<file path="config.mk">
export PLATFORM = sky130hd
export DESIGN_NAME = lomem_remap_xlat
export DESIGN_NICKNAME = d
export VERILOG_FILES = /design/src/rtl/remap_pkg.sv /design/src/rtl/remap_cfg_regs.sv /design/src/rtl/remap_calc.sv /design/src/rtl/remap_out_stage.sv /design/src/rtl/lomem_remap_xlat.sv
export SDC_FILE = /design/constraint.sdc
export NUM_CORES = 1
export LEC_CHECK = 0
export BUFFER_PORTS_ARGS = -buffer_cell sky130_fd_sc_hd__clkbuf_2
export CAP_MARGIN = 20
export CORE_ASPECT_RATIO = 1.75
export CORE_MARGIN = 5
export CORE_UTILIZATION = 33
export CTS_BUF_LIST = sky130_fd_sc_hd__clkbuf_4 sky130_fd_sc_hd__clkbuf_8
export DETAILED_ROUTE_END_ITERATION = 16
export GPL_TIMING_DRIVEN = 0
export SLEW_MARGIN = 0
export SYNTH_ARGS = -nofsm -noshare
export SYNTH_HDL_FRONTEND = slang
export SYNTH_HIERARCHICAL = 1
export SYNTH_SLANG_ARGS = --single-unit
</file>
<file path="constraint.sdc">
create_clock -name clk -period 8.55 [get_ports clk]
set_input_delay 1.71 -clock clk [delete_from_list [all_inputs] [get_ports clk]]
set_output_delay 1.71 -clock clk [all_outputs]
set_load 0.005 [all_outputs]
</file>
<file path="src/rtl/remap_pkg.sv">
package remap_pkg;
  typedef enum logic [1:0] {
    CSEL_TOP   = 2'd0,
    CSEL_BASE  = 2'd1,
    CSEL_LIMIT = 2'd2,
    CSEL_SPARE = 2'd3
  } cfg_sel_e;

  localparam int unsigned NUM_CFG = 3;
endpackage

</file>
<file path="src/rtl/remap_cfg_regs.sv">
module remap_cfg_regs
  import remap_pkg::*;
#(
  parameter int unsigned REG_W     = 16,
  parameter int unsigned PAGE_W    = 32,
  parameter int unsigned TOP_SHIFT = 4,
  parameter int unsigned WIN_SHIFT = 14
) (
  input  logic              clk,
  input  logic              rst,
  input  logic              cfg_we,
  input  logic [1:0]        cfg_sel,
  input  logic [REG_W-1:0]  cfg_wdata,
  output logic [PAGE_W-1:0] top_pg,
  output logic [PAGE_W-1:0] base_pg,
  output logic [PAGE_W-1:0] limit_pg
);

  logic [NUM_CFG-1:0][REG_W-1:0] raw;

  for (genvar g = 0; g < NUM_CFG; g++) begin : g_reg
    localparam logic [1:0] MY_SEL = 2'(g);
    logic [REG_W-1:0] q;
    always_ff @(posedge clk) begin
      if (rst)                            q <= '0;
      else if (cfg_we && cfg_sel == MY_SEL) q <= cfg_wdata;
    end
    assign raw[g] = q;
  end

  assign top_pg   = PAGE_W'(raw[CSEL_TOP])   << TOP_SHIFT;
  assign base_pg  = PAGE_W'(raw[CSEL_BASE])  << WIN_SHIFT;
  assign limit_pg = PAGE_W'(raw[CSEL_LIMIT]) << WIN_SHIFT;

  AST_SPARE_IGNORED: assert property (@(posedge clk) disable iff (rst)
    (cfg_we && cfg_sel == CSEL_SPARE) |=> $stable(raw));

  AST_IDLE_STABLE: assert property (@(posedge clk) disable iff (rst)
    !cfg_we |=> $stable(raw));

endmodule

</file>
<file path="src/rtl/remap_calc.sv">
module remap_calc #(
  parameter int unsigned     PAGE_W    = 32,
  parameter longint unsigned HIGH_PAGE = 64'h10_0000
) (
  input  logic [PAGE_W-1:0] page,
  input  logic [PAGE_W-1:0] top_pg,
  input  logic [PAGE_W-1:0] base_pg,
  input  logic [PAGE_W-1:0] limit_pg,
  output logic [PAGE_W-1:0] res_page,
  output logic              res_oor
);

  localparam int unsigned       EXT_W  = PAGE_W + 1;
  localparam logic [PAGE_W-1:0] HIGH_P = PAGE_W'(HIGH_PAGE);

  logic             below_top;
  logic             high_pass;
  logic             fits;
  logic [EXT_W-1:0] moved;

  assign below_top = page < top_pg;
  assign high_pass = (page >= HIGH_P) && (page < base_pg);
  assign moved     = {1'b0, page} - {1'b0, top_pg} + {1'b0, base_pg};
  assign fits      = moved < {1'b0, limit_pg};

  always_comb begin
    if (below_top || high_pass) begin
      res_page = page;
      res_oor  = 1'b0;
    end else if (fits) begin
      res_page = moved[PAGE_W-1:0];
      res_oor  = 1'b0;
    end else begin
      res_page = top_pg - PAGE_W'(1);
      res_oor  = 1'b1;
    end
  end

endmodule

</file>
<file path="src/rtl/remap_out_stage.sv">
module remap_out_stage #(
  parameter int unsigned PAGE_W = 32
) (
  input  logic              clk,
  input  logic              rst,
  input  logic              in_valid,
  input  logic [PAGE_W-1:0] res_page,
  input  logic              res_oor,
  output logic              out_valid,
  output logic [PAGE_W-1:0] out_page,
  output logic              out_oor
);

  always_ff @(posedge clk) begin
    if (rst) begin
      out_valid <= 1'b0;
      out_page  <= '0;
      out_oor   <= 1'b0;
    end else begin
      out_valid <= in_valid;
      if (in_valid) begin
        out_page <= res_page;
        out_oor  <= res_oor;
      end
    end
  end

  AST_VALID_FOLLOWS: assert property (@(posedge clk) disable iff (rst)
    in_valid |=> out_valid);

  AST_NO_SPURIOUS: assert property (@(posedge clk) disable iff (rst)
    !in_valid |=> !out_valid);

  AST_HOLD_IDLE: assert property (@(posedge clk) disable iff (rst)
    !in_valid |=> ($stable(out_page) && $stable(out_oor)));

endmodule

</file>
<file path="src/rtl/lomem_remap_xlat.sv">
module lomem_remap_xlat
  import remap_pkg::*;
#(
  parameter int unsigned     REG_W     = 16,
  parameter int unsigned     PAGE_W    = 32,
  parameter int unsigned     TOP_SHIFT = 4,
  parameter int unsigned     WIN_SHIFT = 14,
  parameter longint unsigned HIGH_PAGE = 64'h10_0000
) (
  input  logic              clk,
  input  logic              rst,
  input  logic              cfg_we,
  input  logic [1:0]        cfg_sel,
  input  logic [REG_W-1:0]  cfg_wdata,
  input  logic              in_valid,
  input  logic [PAGE_W-1:0] in_page,
  output logic              out_valid,
  output logic [PAGE_W-1:0] out_page,
  output logic              out_oor
);

  localparam logic [PAGE_W-1:0] HIGH_P = PAGE_W'(HIGH_PAGE);

  logic [PAGE_W-1:0] top_pg;
  logic [PAGE_W-1:0] base_pg;
  logic [PAGE_W-1:0] limit_pg;
  logic [PAGE_W-1:0] res_page;
  logic              res_oor;

  remap_cfg_regs #(
    .REG_W(REG_W), .PAGE_W(PAGE_W), .TOP_SHIFT(TOP_SHIFT), .WIN_SHIFT(WIN_SHIFT)
  ) i_cfg (
    .clk(clk), .rst(rst), .cfg_we(cfg_we), .cfg_sel(cfg_sel), .cfg_wdata(cfg_wdata),
    .top_pg(top_pg), .base_pg(base_pg), .limit_pg(limit_pg)
  );

  remap_calc #(
    .PAGE_W(PAGE_W), .HIGH_PAGE(HIGH_PAGE)
  ) i_calc (
    .page(in_page), .top_pg(top_pg), .base_pg(base_pg), .limit_pg(limit_pg),
    .res_page(res_page), .res_oor(res_oor)
  );

  remap_out_stage #(
    .PAGE_W(PAGE_W)
  ) i_out (
    .clk(clk), .rst(rst), .in_valid(in_valid), .res_page(res_page), .res_oor(res_oor),
    .out_valid(out_valid), .out_page(out_page), .out_oor(out_oor)
  );

  AST_LOW_PASS: assert property (@(posedge clk) disable iff (rst)
    (in_valid && in_page < top_pg) |=> (out_page == $past(in_page) && !out_oor));

  AST_HIGH_PASS: assert property (@(posedge clk) disable iff (rst)
    (in_valid && in_page >= HIGH_P && in_page < base_pg)
      |=> (out_page == $past(in_page) && !out_oor));

  AST_CLAMP_VALUE: assert property (@(posedge clk) disable iff (rst)
    (in_valid && !(cfg_we && cfg_sel == CSEL_TOP))
      |=> (!out_oor || out_page == top_pg - PAGE_W'(1)));

endmodule

</file>
==> reports/metrics.cfg <==
[placement]
hpwl_um=27000
gp_congestion=0.943
placed_area_um2=11000
portBuffers=85
dpl.cell_count=1738

[clock_network]
path_clk_slew_ns=0.09
htreeDepth=3
root_buffer=clkbuf_8
clk_path_buf_depth=2
cts_setup_buffers=0
numCtsBuffers=9
cts_tree=built
hold_buffers=0
cts.sink_count=82
worstSkewPairLatency_ns=0.38

[timing]
drv_slew=0
rsz0062_at_grt=false
hold_viol_final=0
setup_tns_ns=0
clock_skew_ns=0.0126
setup_viol=0
fin_crit_ns=8.13
worstMarginPinSlew_ns=1.00
max_freq_mhz=123
min_period_over_period=0.951
slew_headroom=0.325

[detailed_routing]
wl_um=31000
drc_errors=0
drtAntennaViolNets=0
first_iter_violations=397
avgViaCountPerCell=4.90
wl_per_cell_um=17.7
vias=8605
drtPass1Iterations=5

[synthesis]
ys_warn_count=6
synth_cell_types=73
netlist_area_um2=9910
async_flop_share=0
synth.top_cell.area_share=0.166
syn_inst=1219
synth_area_per_cell_um2=8.13
synth_seq_area_share=0.166
synth_edf_count=0
ys_seq_elements=82
yosysMostFrequentCell=inv_1
yosys-top-cells-count=inv_1, ha_1, mux2i_1, dfxtp_1, nand2b_1
synth_top_area_cell=dfxtp_1
synth-main-ff-cell=dfxtp_1
synthTopCellsByArea=dfxtp_1, ha_1, mux2i_1

[floorplan]
ios=88
start_util=0.332
die-area_um2=33700
fp-row-count=84
coreArea_um2=29800
die_h_um=239
chipWidth_um=141

[power_and_ir_drop]
power_mw=1.63
vdd_drop_max_mv=0.0694
pwr_density_cell_nw_per_um2=145
p_leak_nw=5.41

[setup_path]
worstReg2RegStart=i_cfg/g_reg[0].q[0]
endpoint_kind=flop
r2r_slack_ns=1.43
crit_type=input port to flop
cp-start-kind=input port
cp.arrival_ns=8.44
crit_required_ns=8.86
ff2ff_path_depth=24
worstReg2RegEnd=i_out/out_page[11]
cp_max_fo=10

[global_routing]
grt-ovfl-total=0
grtUsageTotal=0.184
grt_antenna_before_repair=2
grt_pass1_wl_um=47000
grt_max_degree=15
grt_pass1_vias=8791

[job]
cap_violations=0

[final_layout]
final_net_count=1575
instances_no_fill=1756
drive_gt1_frac=0.137
area_growth_pct=13.0
design_area_um2=11200

[min_path]
hold_depth=2
hold_path.class=flop to flop
min_to=i_cfg/g_reg[2].q[0]
hold_start=i_cfg/g_reg[2].q[0]

[run_status]
status=completed

==> per-layer routing <==
layer / global-route usage / part of all wire
met3: 0.0208 / 0.026
met4: 0.151 / 0.093
met1: 0.165 / 0.33
met2: 0.361 / 0.55
met5: 0 / 0
==> critical path, cell delays in order <==
cell and delay [ns]:
clkbuf_2 0.14, inv_1 0.08, fa_1 0.48, inv_1 0.04, ha_1 0.34, o211ai_1 0.17, nor3_1 0.43, o211ai_1 0.20
a21oi_1 0.42, o21ai_0 0.21, a211oi_1 0.34, o32a_1 0.22, xor2_1 0.47, ha_1 0.35, nand4_1 0.09, nor2_1 0.07
o2111ai_1 0.22, o21ai_0 0.19, nor4_1 0.72, nand3b_1 0.23, mux2i_4 0.31, buf_6 0.22, mux2i_1 0.09, o21ai_0 0.41
mux2i_1 0.17, nor2_1 0.11
==> placed cells by master (no fill, tap or decap), types with 9 or more instances in the layout <==
cell type  count
xor2_1        12
clkbuf_2      85
clkbuf_8      11
nand2b_1      73
xnor2_1       43
clkbuf_1      23
mux2i_1      107
conb_1        48
nor2_1        70
o21ai_1        9
o211ai_1       9
inv_1        198
dfxtp_1       82
a21o_1        34
fa_1          32
o21ai_0       46
buf_4         49
nand2_1       59
a21oi_1       54
nand4_1       17
nor4_1        10
nor3_1        23
nor2b_1       10
nand3_1       19
ha_1         127
==> cell families after synthesis <==
group | after synthesis | share of synthesized area
AOI/OAI and AO/OA | 209 | 0.139
xor gates and xnor gates | 55 | 0.0486
adders and majority gates | 159 | 0.225
buffers and inverters | 286 | 0.138
DFF | 82 | 0.166
muxes | 109 | 0.112
other | 1 | 0.000379
and+or+nand+nor | 318 | 0.172
==> sequential cells by signal, summed over array words and instances, names as in the netlist <==
name	cells
i_out/out_page	32
i_out/out_valid	1
i_out/out_oor	1
i_cfg/g.q	48
==> per-stage QoR <==
step | hold slack [ns] | setup WS (ns) | utilization
floorplan | 0.449 | 2.04 | -
global placement | 0.464 | -0.0639 | 0.368
global route | 0.502 | 0.245 | 0.375
CTS | 0.483 | 0.274 | 0.374
detailed placement | 0.461 | -0.0989 | 0.368
finish | 0.480 | 0.422 | 0.375
==> where the power goes <==
| group | internal [mW] | leakage, nW | switching, mW |
|---|---|---|---|
| Combinational | 0.384 | 4.64 | 0.543 |
| Sequential | 0.404 | 0.670 | 0.0189 |
| Clock | 0.122 | 0.0960 | 0.154 |
| Total | 0.910 | 5.41 | 0.716 |
==> final cells by class <==
cell class	count	area, µm²
Fill cell	3182	18700
Clock buffer	11	151
Inverter	198	743
Antenna cell	3	7.51
Timing Repair Buffer	85	425
Multi-Input combinational cell	898	7080
Sequential cell	82	1640
Buffer	88	623
Tap cell	387	484
Clock inverter	4	35.0
==> what timing repair did <==
item                                   CTS  global route
setup endpoints to repair                0             1
endpoints found under the hold margin    0             0
resized for setup                        0             1
==> how the worst max path moves through the flow <==
stage	startpoint	to	slack, ns	cells past startpoint
floorplan	in_page[1]	i_out/out_page[17]	2.04	22
global placement	in_page[4]	i_out/out_page[14]	-0.06	23
detailed placement	in_page[4]	i_out/out_page[11]	-0.1	23
CTS	in_page[4]	i_out/out_page[11]	0.27	23
global route	in_page[1]	i_out/out_page[11]	0.25	23
finish	in_page[4]	i_out/out_page[11]	0.42	26
Power figures use the tool's default switching activity.
